File: config.mk
export PLATFORM = sky130hd
export DESIGN_NAME = sharechain_mgr
export DESIGN_NICKNAME = d
export VERILOG_FILES = /design/src/rtl/sharechain_pkg.sv /design/src/rtl/sharechain_head_tbl.sv /design/src/rtl/sharechain_link_ram.sv /design/src/rtl/sharechain_ctrl.sv /design/src/rtl/sharechain_mgr.sv
export SDC_FILE = /design/constraint.sdc
export NUM_CORES = 2
export LEC_CHECK = 0
export ABC_AREA = 0
export CORE_UTILIZATION = 45
export DETAILED_ROUTE_END_ITERATION = 10
export DONT_BUFFER_PORTS = 1
export HOLD_SLACK_MARGIN = 0.08
export PLACE_DENSITY = 0.59
export SLEW_MARGIN = 20
export SYNTH_ARGS = -nofsm -noshare
export SYNTH_HDL_FRONTEND = slang
export SYNTH_HIERARCHICAL = 1
export SYNTH_SLANG_ARGS = --single-unit
File: constraint.sdc
create_clock -name clk -period 6.9 [get_ports clk]
set_input_delay 0.345 -clock clk [delete_from_list [all_inputs] [get_ports clk]]
set_output_delay 0.345 -clock clk [all_outputs]
set_load 0.03 [all_outputs]
File: src/rtl/sharechain_pkg.sv
package sharechain_pkg;

  typedef enum logic [1:0] {
    OP_READ  = 2'd0,
    OP_WRITE = 2'd1,
    OP_EVICT = 2'd2,
    OP_PROBE = 2'd3
  } sc_op_e;

  typedef enum logic [1:0] {
    ST_IDLE = 2'd0,
    ST_WALK = 2'd1,
    ST_FIN  = 2'd2
  } sc_state_e;

endpackage

File: src/rtl/sharechain_head_tbl.sv
// Home-side table: one chain head pointer per memory block.
module sharechain_head_tbl #(
  parameter int BLOCKS = 16,
  parameter int PW     = 4,
  parameter int NULLV  = 8,
  localparam int BW    = (BLOCKS > 1) ? $clog2(BLOCKS) : 1
) (
  input  logic          clk,
  input  logic          rst,
  input  logic [BW-1:0] rd_blk,
  output logic [PW-1:0] rd_ptr,
  input  logic          wr_en,
  input  logic [BW-1:0] wr_blk,
  input  logic [PW-1:0] wr_ptr
);

  localparam logic [PW-1:0] NULLP = PW'(NULLV);

  logic [PW-1:0] head_mem [BLOCKS];

  always_ff @(posedge clk) begin
    if (rst) begin
      for (int i = 0; i < BLOCKS; i++) head_mem[i] <= NULLP;
    end else if (wr_en) begin
      head_mem[wr_blk] <= wr_ptr;
    end
  end

  assign rd_ptr = head_mem[rd_blk];


  head_code_range_chk: assert property (@(posedge clk) disable iff (rst)
    wr_en |-> (wr_ptr <= NULLP));

endmodule

File: src/rtl/sharechain_link_ram.sv
// Per-node tag link fields, indexed by {block, node}.
// Port A writes a whole entry, port B only a forward pointer, port C only a
// backward pointer.
module sharechain_link_ram #(
  parameter int NODES  = 8,
  parameter int BLOCKS = 16,
  parameter int PW     = 4,
  localparam int NW    = (NODES > 1) ? $clog2(NODES) : 1,
  localparam int BW    = (BLOCKS > 1) ? $clog2(BLOCKS) : 1,
  localparam int AW    = NW + BW,
  localparam int DEPTH = 2 ** AW
) (
  input  logic          clk,
  input  logic          rst,
  input  logic [AW-1:0] rd_idx,
  output logic [PW-1:0] rd_fwd,
  output logic [PW-1:0] rd_bwd,
  output logic          rd_mem,
  input  logic          a_en,
  input  logic [AW-1:0] a_idx,
  input  logic [PW-1:0] a_fwd,
  input  logic [PW-1:0] a_bwd,
  input  logic          a_mem,
  input  logic          b_en,
  input  logic [AW-1:0] b_idx,
  input  logic [PW-1:0] b_fwd,
  input  logic          c_en,
  input  logic [AW-1:0] c_idx,
  input  logic [PW-1:0] c_bwd
);

  localparam logic [PW-1:0] NULLP = PW'(NODES);

  logic [PW-1:0] fwd_mem [DEPTH];
  logic [PW-1:0] bwd_mem [DEPTH];
  logic          mbr_mem [DEPTH];

  always_ff @(posedge clk) begin
    if (rst) begin
      for (int i = 0; i < DEPTH; i++) begin
        fwd_mem[i] <= NULLP;
        bwd_mem[i] <= NULLP;
        mbr_mem[i] <= 1'b0;
      end
    end else begin
      if (a_en) begin
        fwd_mem[a_idx] <= a_fwd;
        bwd_mem[a_idx] <= a_bwd;
        mbr_mem[a_idx] <= a_mem;
      end
      if (b_en) fwd_mem[b_idx] <= b_fwd;
      if (c_en) bwd_mem[c_idx] <= c_bwd;
    end
  end

  assign rd_fwd = fwd_mem[rd_idx];
  assign rd_bwd = bwd_mem[rd_idx];
  assign rd_mem = mbr_mem[rd_idx];


  splice_ports_distinct_ab_chk: assert property (@(posedge clk) disable iff (rst)
    (a_en && b_en) |-> (a_idx != b_idx));


  splice_ports_distinct_ac_chk: assert property (@(posedge clk) disable iff (rst)
    (a_en && c_en) |-> (a_idx != c_idx));

endmodule

File: src/rtl/sharechain_ctrl.sv
// Sequencer: splices readers in, unlinks evictions, walks chains on writes.
module sharechain_ctrl
  import sharechain_pkg::*;
#(
  parameter int NODES  = 8,
  parameter int BLOCKS = 16,
  localparam int NW    = (NODES > 1) ? $clog2(NODES) : 1,
  localparam int BW    = (BLOCKS > 1) ? $clog2(BLOCKS) : 1,
  localparam int PW    = $clog2(NODES + 1),
  localparam int AW    = NW + BW
) (
  input  logic          clk,
  input  logic          rst,
  input  logic          req_valid,
  input  logic [1:0]    req_op,
  input  logic [NW-1:0] req_node,
  input  logic [BW-1:0] req_blk,
  output logic          req_ready,
  output logic [BW-1:0] hd_rd_blk,
  input  logic [PW-1:0] hd_rd_ptr,
  output logic          hd_wr_en,
  output logic [BW-1:0] hd_wr_blk,
  output logic [PW-1:0] hd_wr_ptr,
  output logic [AW-1:0] lk_rd_idx,
  input  logic [PW-1:0] lk_rd_fwd,
  input  logic [PW-1:0] lk_rd_bwd,
  input  logic          lk_rd_mem,
  output logic          a_en,
  output logic [AW-1:0] a_idx,
  output logic [PW-1:0] a_fwd,
  output logic [PW-1:0] a_bwd,
  output logic          a_mem,
  output logic          b_en,
  output logic [AW-1:0] b_idx,
  output logic [PW-1:0] b_fwd,
  output logic          c_en,
  output logic [AW-1:0] c_idx,
  output logic [PW-1:0] c_bwd,
  output logic          rsp_valid,
  output logic [1:0]    rsp_op,
  output logic [NW-1:0] rsp_node,
  output logic [BW-1:0] rsp_blk,
  output logic [PW-1:0] rsp_head,
  output logic [PW-1:0] rsp_fwd,
  output logic [PW-1:0] rsp_bwd,
  output logic          rsp_member,
  output logic          inv_valid,
  output logic [NW-1:0] inv_node,
  output logic [BW-1:0] inv_blk
);

  localparam logic [PW-1:0] NULLP = PW'(NODES);

  sc_state_e     st_q;
  logic [NW-1:0] node_q;
  logic [BW-1:0] blk_q;
  logic [PW-1:0] cur_q;
  logic          accept;
  sc_op_e        op_in;
  logic [PW-1:0] req_ptr, wr_ptr_q;
  logic [PW-1:0] nx_head, nx_fwd, nx_bwd;
  logic          nx_mem;

  function automatic logic [AW-1:0] mk_idx(logic [BW-1:0] b, logic [NW-1:0] n);
    return {b, n};
  endfunction

  assign req_ready = (st_q == ST_IDLE);
  assign accept    = req_valid && req_ready;
  assign op_in     = sc_op_e'(req_op);
  assign req_ptr   = PW'(req_node);
  assign wr_ptr_q  = PW'(node_q);
  assign hd_rd_blk = req_blk;
  assign lk_rd_idx = (st_q == ST_WALK) ? mk_idx(blk_q, cur_q[NW-1:0])
                                       : mk_idx(req_blk, req_node);

  // Table updates for the current cycle.
  always_comb begin
    hd_wr_en  = 1'b0; hd_wr_blk = req_blk; hd_wr_ptr = NULLP;
    a_en = 1'b0; a_idx = mk_idx(req_blk, req_node);
    a_fwd = NULLP; a_bwd = NULLP; a_mem = 1'b0;
    b_en = 1'b0; b_idx = mk_idx(req_blk, lk_rd_bwd[NW-1:0]); b_fwd = lk_rd_fwd;
    c_en = 1'b0; c_idx = mk_idx(req_blk, lk_rd_fwd[NW-1:0]); c_bwd = lk_rd_bwd;
    case (st_q)
      ST_IDLE: begin
        if (accept && op_in == OP_READ && !lk_rd_mem) begin
          a_en = 1'b1; a_fwd = hd_rd_ptr; a_mem = 1'b1;
          if (hd_rd_ptr != NULLP) begin
            c_en = 1'b1; c_idx = mk_idx(req_blk, hd_rd_ptr[NW-1:0]); c_bwd = req_ptr;
          end
          hd_wr_en = 1'b1; hd_wr_ptr = req_ptr;
        end else if (accept && op_in == OP_EVICT && lk_rd_mem) begin
          a_en = 1'b1;
          if (lk_rd_bwd != NULLP) b_en = 1'b1;
          else begin hd_wr_en = 1'b1; hd_wr_ptr = lk_rd_fwd; end
          if (lk_rd_fwd != NULLP) c_en = 1'b1;
        end
      end
      ST_WALK: begin
        a_idx = mk_idx(blk_q, cur_q[NW-1:0]);
        a_en  = (cur_q != wr_ptr_q);
      end
      ST_FIN: begin
        a_en = 1'b1; a_idx = mk_idx(blk_q, node_q); a_mem = 1'b1;
        hd_wr_en = 1'b1; hd_wr_blk = blk_q; hd_wr_ptr = wr_ptr_q;
      end
      default: ;
    endcase
  end

  // Response contents for single-cycle operations.
  always_comb begin
    nx_head = hd_rd_ptr; nx_fwd = lk_rd_fwd; nx_bwd = lk_rd_bwd; nx_mem = lk_rd_mem;
    case (op_in)
      OP_READ: if (!lk_rd_mem) begin
        nx_head = req_ptr; nx_fwd = hd_rd_ptr; nx_bwd = NULLP; nx_mem = 1'b1;
      end
      OP_EVICT: begin
        if (lk_rd_mem && lk_rd_bwd == NULLP) nx_head = lk_rd_fwd;
        nx_fwd = NULLP; nx_bwd = NULLP; nx_mem = 1'b0;
      end
      default: ;
    endcase
  end

  always_ff @(posedge clk) begin
    if (rst) begin
      st_q <= ST_IDLE; node_q <= '0; blk_q <= '0; cur_q <= NULLP;
      rsp_valid <= 1'b0; rsp_op <= 2'd0; rsp_node <= '0; rsp_blk <= '0;
      rsp_head <= NULLP; rsp_fwd <= NULLP; rsp_bwd <= NULLP; rsp_member <= 1'b0;
      inv_valid <= 1'b0; inv_node <= '0; inv_blk <= '0;
    end else begin
      rsp_valid <= 1'b0;
      inv_valid <= 1'b0;
      case (st_q)
        ST_IDLE: if (accept) begin
          node_q <= req_node; blk_q <= req_blk;
          if (op_in == OP_WRITE) begin
            cur_q <= hd_rd_ptr;
            st_q  <= (hd_rd_ptr == NULLP) ? ST_FIN : ST_WALK;
          end else begin
            rsp_valid <= 1'b1; rsp_op <= req_op; rsp_node <= req_node; rsp_blk <= req_blk;
            rsp_head <= nx_head; rsp_fwd <= nx_fwd; rsp_bwd <= nx_bwd; rsp_member <= nx_mem;
          end
        end
        ST_WALK: begin
          if (cur_q != wr_ptr_q) begin
            inv_valid <= 1'b1; inv_node <= cur_q[NW-1:0]; inv_blk <= blk_q;
          end
          cur_q <= lk_rd_fwd;
          if (lk_rd_fwd == NULLP) st_q <= ST_FIN;
        end
        ST_FIN: begin
          rsp_valid <= 1'b1; rsp_op <= OP_WRITE; rsp_node <= node_q; rsp_blk <= blk_q;
          rsp_head <= wr_ptr_q; rsp_fwd <= NULLP; rsp_bwd <= NULLP; rsp_member <= 1'b1;
          st_q <= ST_IDLE;
        end
        default: st_q <= ST_IDLE;
      endcase
    end
  end


  write_stalls_input_chk: assert property (@(posedge clk) disable iff (rst)
    (req_valid && req_ready && req_op == OP_WRITE) |=> !req_ready);


  writer_not_invalidated_chk: assert property (@(posedge clk) disable iff (rst)
    inv_valid |-> (inv_node != node_q && !rsp_valid));


  writer_sole_owner_chk: assert property (@(posedge clk) disable iff (rst)
    (rsp_valid && rsp_op == OP_WRITE) |->
      (rsp_member && rsp_head == PW'(rsp_node) && rsp_fwd == NULLP && rsp_bwd == NULLP));


  reader_is_member_chk: assert property (@(posedge clk) disable iff (rst)
    (rsp_valid && rsp_op == OP_READ) |-> (rsp_member && rsp_head != NULLP));


  evicted_unlinked_chk: assert property (@(posedge clk) disable iff (rst)
    (rsp_valid && rsp_op == OP_EVICT) |->
      (!rsp_member && rsp_fwd == NULLP && rsp_bwd == NULLP));

endmodule

File: src/rtl/sharechain_mgr.sv
module sharechain_mgr #(
  parameter int NODES  = 8,
  parameter int BLOCKS = 16,
  localparam int NW    = (NODES > 1) ? $clog2(NODES) : 1,
  localparam int BW    = (BLOCKS > 1) ? $clog2(BLOCKS) : 1,
  localparam int PW    = $clog2(NODES + 1)
) (
  input  logic          clk,
  input  logic          rst,
  input  logic          req_valid,
  input  logic [1:0]    req_op,
  input  logic [NW-1:0] req_node,
  input  logic [BW-1:0] req_blk,
  output logic          req_ready,
  output logic          rsp_valid,
  output logic [1:0]    rsp_op,
  output logic [NW-1:0] rsp_node,
  output logic [BW-1:0] rsp_blk,
  output logic [PW-1:0] rsp_head,
  output logic [PW-1:0] rsp_fwd,
  output logic [PW-1:0] rsp_bwd,
  output logic          rsp_member,
  output logic          inv_valid,
  output logic [NW-1:0] inv_node,
  output logic [BW-1:0] inv_blk
);

  localparam int AW = NW + BW;

  logic [BW-1:0] hd_rd_blk, hd_wr_blk;
  logic [PW-1:0] hd_rd_ptr, hd_wr_ptr;
  logic          hd_wr_en;
  logic [AW-1:0] lk_rd_idx, a_idx, b_idx, c_idx;
  logic [PW-1:0] lk_rd_fwd, lk_rd_bwd, a_fwd, a_bwd, b_fwd, c_bwd;
  logic          lk_rd_mem, a_en, a_mem, b_en, c_en;

  sharechain_ctrl #(.NODES(NODES), .BLOCKS(BLOCKS)) ctrl_i (
    .clk(clk), .rst(rst),
    .req_valid(req_valid), .req_op(req_op), .req_node(req_node), .req_blk(req_blk),
    .req_ready(req_ready),
    .hd_rd_blk(hd_rd_blk), .hd_rd_ptr(hd_rd_ptr),
    .hd_wr_en(hd_wr_en), .hd_wr_blk(hd_wr_blk), .hd_wr_ptr(hd_wr_ptr),
    .lk_rd_idx(lk_rd_idx), .lk_rd_fwd(lk_rd_fwd), .lk_rd_bwd(lk_rd_bwd), .lk_rd_mem(lk_rd_mem),
    .a_en(a_en), .a_idx(a_idx), .a_fwd(a_fwd), .a_bwd(a_bwd), .a_mem(a_mem),
    .b_en(b_en), .b_idx(b_idx), .b_fwd(b_fwd),
    .c_en(c_en), .c_idx(c_idx), .c_bwd(c_bwd),
    .rsp_valid(rsp_valid), .rsp_op(rsp_op), .rsp_node(rsp_node), .rsp_blk(rsp_blk),
    .rsp_head(rsp_head), .rsp_fwd(rsp_fwd), .rsp_bwd(rsp_bwd), .rsp_member(rsp_member),
    .inv_valid(inv_valid), .inv_node(inv_node), .inv_blk(inv_blk)
  );

  sharechain_head_tbl #(.BLOCKS(BLOCKS), .PW(PW), .NULLV(NODES)) head_i (
    .clk(clk), .rst(rst),
    .rd_blk(hd_rd_blk), .rd_ptr(hd_rd_ptr),
    .wr_en(hd_wr_en), .wr_blk(hd_wr_blk), .wr_ptr(hd_wr_ptr)
  );

  sharechain_link_ram #(.NODES(NODES), .BLOCKS(BLOCKS), .PW(PW)) link_i (
    .clk(clk), .rst(rst),
    .rd_idx(lk_rd_idx), .rd_fwd(lk_rd_fwd), .rd_bwd(lk_rd_bwd), .rd_mem(lk_rd_mem),
    .a_en(a_en), .a_idx(a_idx), .a_fwd(a_fwd), .a_bwd(a_bwd), .a_mem(a_mem),
    .b_en(b_en), .b_idx(b_idx), .b_fwd(b_fwd),
    .c_en(c_en), .c_idx(c_idx), .c_bwd(c_bwd)
  );

endmodule

==> impl_metrics.csv <==
group,metric,value,unit
run_status,status,"complete, no violations",
min_path,min_from,"req_node[1]",
layout,drive_above_1_share,0.1776,
synthesis,ys_types,63,
sta,finalSetupViolCount,0,
grt,grt_use_met2,0.4787,
floorplanning,ios,44,
sta,slew_viol_final,0,
routing,vias,50170,
place,place_ws,0.1849,ns
layout,regArea,37400,um2
min_path,min_to,"head_i/head_mem[11][1]$_SDFFCE_PN0P_",
clocking,path_clk_slew,0.06,ns
pwr,cellLeakagePower,24.53,nW
critical_path,path_cells,"inv_1 > ha_1 > buf_4 > o21ai_4 > buf_4 > mux4_2 > mux4_2 > mux4_2 > mux2_2 > nor4_4 > buf_4 > nor2_1 > a31oi_1 > buf_4 > nand2b_4 > buf_4 > nor3_1 > or3_1",
critical_path,cp_max_fo,24,
critical_path,required,7.38,ns
floorplanning,dieArea,152200,um2
synthesis,synth_edf_count,1216,
pwr,powerDensity,363.5,nW/um2
synthesis,synth.avg_cell_area,12.82,um2
synthesis,ys_seq_area_frac,0.5518,
critical_path,crit_top_cell,"buf_4",
synthesis,yosys.area.top_type_share,0.5388,
grt,met1_usage,0.4274,
critical_path,slowest_delay,0.73,ns
routing,totalWireLength,244.1,mm
sta,worst_pin_slew,1.278,ns
grt,grt_max_degree,444,
synthesis,ys_ff_latch,1260,
layout,fillers,12900,
synthesis,syn_inst,5287,
clocking,clk_latency,0.81,ns
place,gp_congestion,0.9141,
grt,grt-busiest-layer,"met2",
sta,skew,0.02662,ns
synthesis,yosysWarningCount,6,
critical_path,cp_slowest_cell,"nor3_1",
critical_path,start_kind,"register",
sta,min_period,6.839,ns
clocking,clock_sinks,1260,
clocking,cts_made_buffers,140,
routing,wl_per_cell,33.96,um
clocking,htree_levels,4,
floorplanning,row_count,142,
sta,fin_ws,0.06056,ns
floorplanning,initial_core_util,0.4530,
routing,postRouteAntennaNets,0,
min_path,holdPathStages,4,
grt,met3_usage,0.08886,
grt,antenna_found_initial,14,
floorplanning,fp.dieH,390.1,um
floorplanning,core_area,149600,um2
clocking,clockBufferDepth,3,
critical_path,crit_type,"reg2reg",
critical_path,worstReg2RegStart,"ctrl_i/st_q[1]$_SDFFE_PP0P_",
routing,drtIter0Drc,7786,
sta,finalCritPeriodShare,0.9912,
clocking,cts_tree,"yes",
grt,grtUsageTotal,0.3176,
routing,drtPass1Iterations,7,
grt,grt_pass1_vias,47820,
synthesis,synthFlopType,"edfxtp_1",
synthesis,yosysMostFrequentCell,"edfxtp_1",
grt,grt_first_pass_wirelength,348.3,mm
layout,multi_input_area,27900,um2
layout,nets,5069,
synthesis,synthTopCellsByArea,"edfxtp_1 (54%), mux4_2 (13%), a22o_1 (9.3%), nor3_1 (3.0%), a22oi_1 (2.8%)",
flow_run,drv_cap,0,
critical_path,r2r_slack,0.06,ns
synthesis,synth-async-reset-ratio,0,
min_path,min_path_type,"in2reg",
sta,rsz0062_at_grt,"true",
sta,max_freq,0.1462,GHz
critical_path,end_kind,"register",
routing,routed_via_density,6.978,
critical_path,r2r-end,"link_i/bwd_mem[15][2]$_DFFE_PP_",
grt,grt_overflow,0,
synthesis,synth_top_area_cell,"edfxtp_1",
layout,area_growth,10.53,%
synthesis,yosys-top-cells-count,"edfxtp_1 (1216), a22o_1 (720), clkbuf_1 (503)",
layout,utilization,0.5007,
synthesis,netlist_area,67770,um2
routing,drc,0,
floorplanning,fp.dieW,390.1,um
pwr,irDropWorstVdd,1013,uV
sta,max_slew_margin,0.1444,
clocking,root_buffer,"clkbuf_16",
critical_path,cp.arrival,7.32,ns
sta,hold_viol,0,
place,port_buffers,0,
critical_path,reg2regPathDepth,18,
place,dpl.hpwl,148.5,mm
[cell type report]
cell class              count  share of cell area
flip-flops and latches   1260              0.4993
multi-input cells        3290              0.3725
clock buffers             178             0.04950
well taps                2016             0.03368
repair buffers            222             0.02937
clock inverters            73            0.008202
inverters                 139            0.007083
diodes                     12           0.0004009
[flip-flops by register name, summed over array words and instances (netlist names), 2 cells and up]
| name | flops |
|---|---|
| ctrl_i/rsp_blk | 4 |
| ctrl_i/inv_node | 3 |
| ctrl_i/rsp_bwd | 4 |
| link_i/bwd_mem | 512 |
| link_i/mbr_mem | 128 |
| head_i/head_mem | 64 |
| link_i/fwd_mem | 512 |
| ctrl_i/node_q | 3 |
| ctrl_i/inv_blk | 4 |
| ctrl_i/rsp_head | 4 |
| ctrl_i/blk_q | 4 |
| ctrl_i/rsp_op | 2 |
| ctrl_i/st_q | 2 |
| ctrl_i/cur_q | 4 |
| ctrl_i/rsp_fwd | 4 |
| ctrl_i/rsp_node | 3 |
[placed cells by master (no fill, tap or decap), types with 26 or more instances in the layout]
cell          n
a21oi_1      45
a22o_1      720
a22oi_1     253
and2_1      185
buf_12       35
buf_4       170
clkbuf_1     33
clkbuf_16   141
clkinv_2     26
dfxtp_1      44
edfxtp_1   1216
inv_1       135
mux4_2      389
nand2_1     156
nand3_1     142
nor2_1      417
nor3_1      372
nor3_2       29
o21ai_0      56
or3_1       271
[critical path, delay by kind of cell (launching register included)]
family	cells	cell delay, ns
muxes	4	1.75
adders and majority gates	1	0.22
AOI/OAI and AO/OA	2	0.89
DFF	1	0.38
buffers and inverters	6	1.62
and+or+nand+nor	5	1.62
[what timing repair did]
action                                  in CTS  in global routing
gates resized for setup                      0                 31
endpoints found under the hold margin     1264                 25
endpoints found under the setup margin       0                199
setup buffers                                0                  1
hold buffers                                14                  1
[logic make-up (layout without fill, tap and decap cells)]
group / count (synthesis) / after routing / share of synthesized area
buffers and inverters: 739 / 612 / 0.04363
adder cells (fa/ha/maj): 4 / 4 / 0.0007385
XOR/XNOR: 3 / 3 / 0.0003878
other: 2 / 16 / 0.0001108
AO/OA/AOI/OAI: 1113 / 1113 / 0.1329
multiplexers: 419 / 419 / 0.1352
flip-flops: 1260 / 1260 / 0.5518
AND/OR/NAND/NOR: 1747 / 1747 / 0.1352
[worst max path at each step]
stage	start	end	slack, ns	cells past startpoint
after floorplan	ctrl_i/st_q[1]$_SDFFE_PP0P_	link_i/bwd_mem[100][0]$_DFFE_PP_	0.28	22
after global placement	ctrl_i/st_q[1]$_SDFFE_PP0P_	link_i/bwd_mem[107][0]$_DFFE_PP_	0.22	16
after detailed placement	ctrl_i/st_q[1]$_SDFFE_PP0P_	link_i/bwd_mem[107][1]$_DFFE_PP_	0.18	17
after CTS	ctrl_i/st_q[1]$_SDFFE_PP0P_	link_i/bwd_mem[107][0]$_DFFE_PP_	0.16	17
after global routing	ctrl_i/st_q[1]$_SDFFE_PP0P_	link_i/bwd_mem[29][2]$_DFFE_PP_	-0.07	18
final	ctrl_i/st_q[1]$_SDFFE_PP0P_	link_i/bwd_mem[15][2]$_DFFE_PP_	0.06	18
[report_power, final]
| part | leakage [nW] | switching, W | internal (W) |
|---|---|---|---|
| registers | 11.9 | 0.000231 | 0.00868 |
| logic | 10.5 | 0.00833 | 0.00275 |
| clock network | 2.11 | 0.00319 | 0.00404 |
[metal layers]
layer  wire length [um]  part of all wire
met1              91260              0.37
met2             109200              0.45
met3              32250              0.13
met4              11360             0.047
met5                 63           0.00026
[stage by stage]
step | cell area [um2] | cells | hold slack [ns] | TNS [ns] | total power (W)
after floorplan | 67780 | 5289 | 0.4736 | 0 | 0.01450
after global placement | 70150 | 6909 | 0.4712 | 0 | 0.01948
after detailed placement | 70160 | 6909 | 0.4707 | 0 | 0.01952
after CTS | 74640 | 7174 | 0.08330 | 0 | 0.02673
after global routing | 74870 | 7179 | 0.1319 | -3.253 | 0.02755
final | 74900 | 7190 | 0.1327 | 0 | 0.02722
No activity file was read; power rests on OpenSTA's default activity.
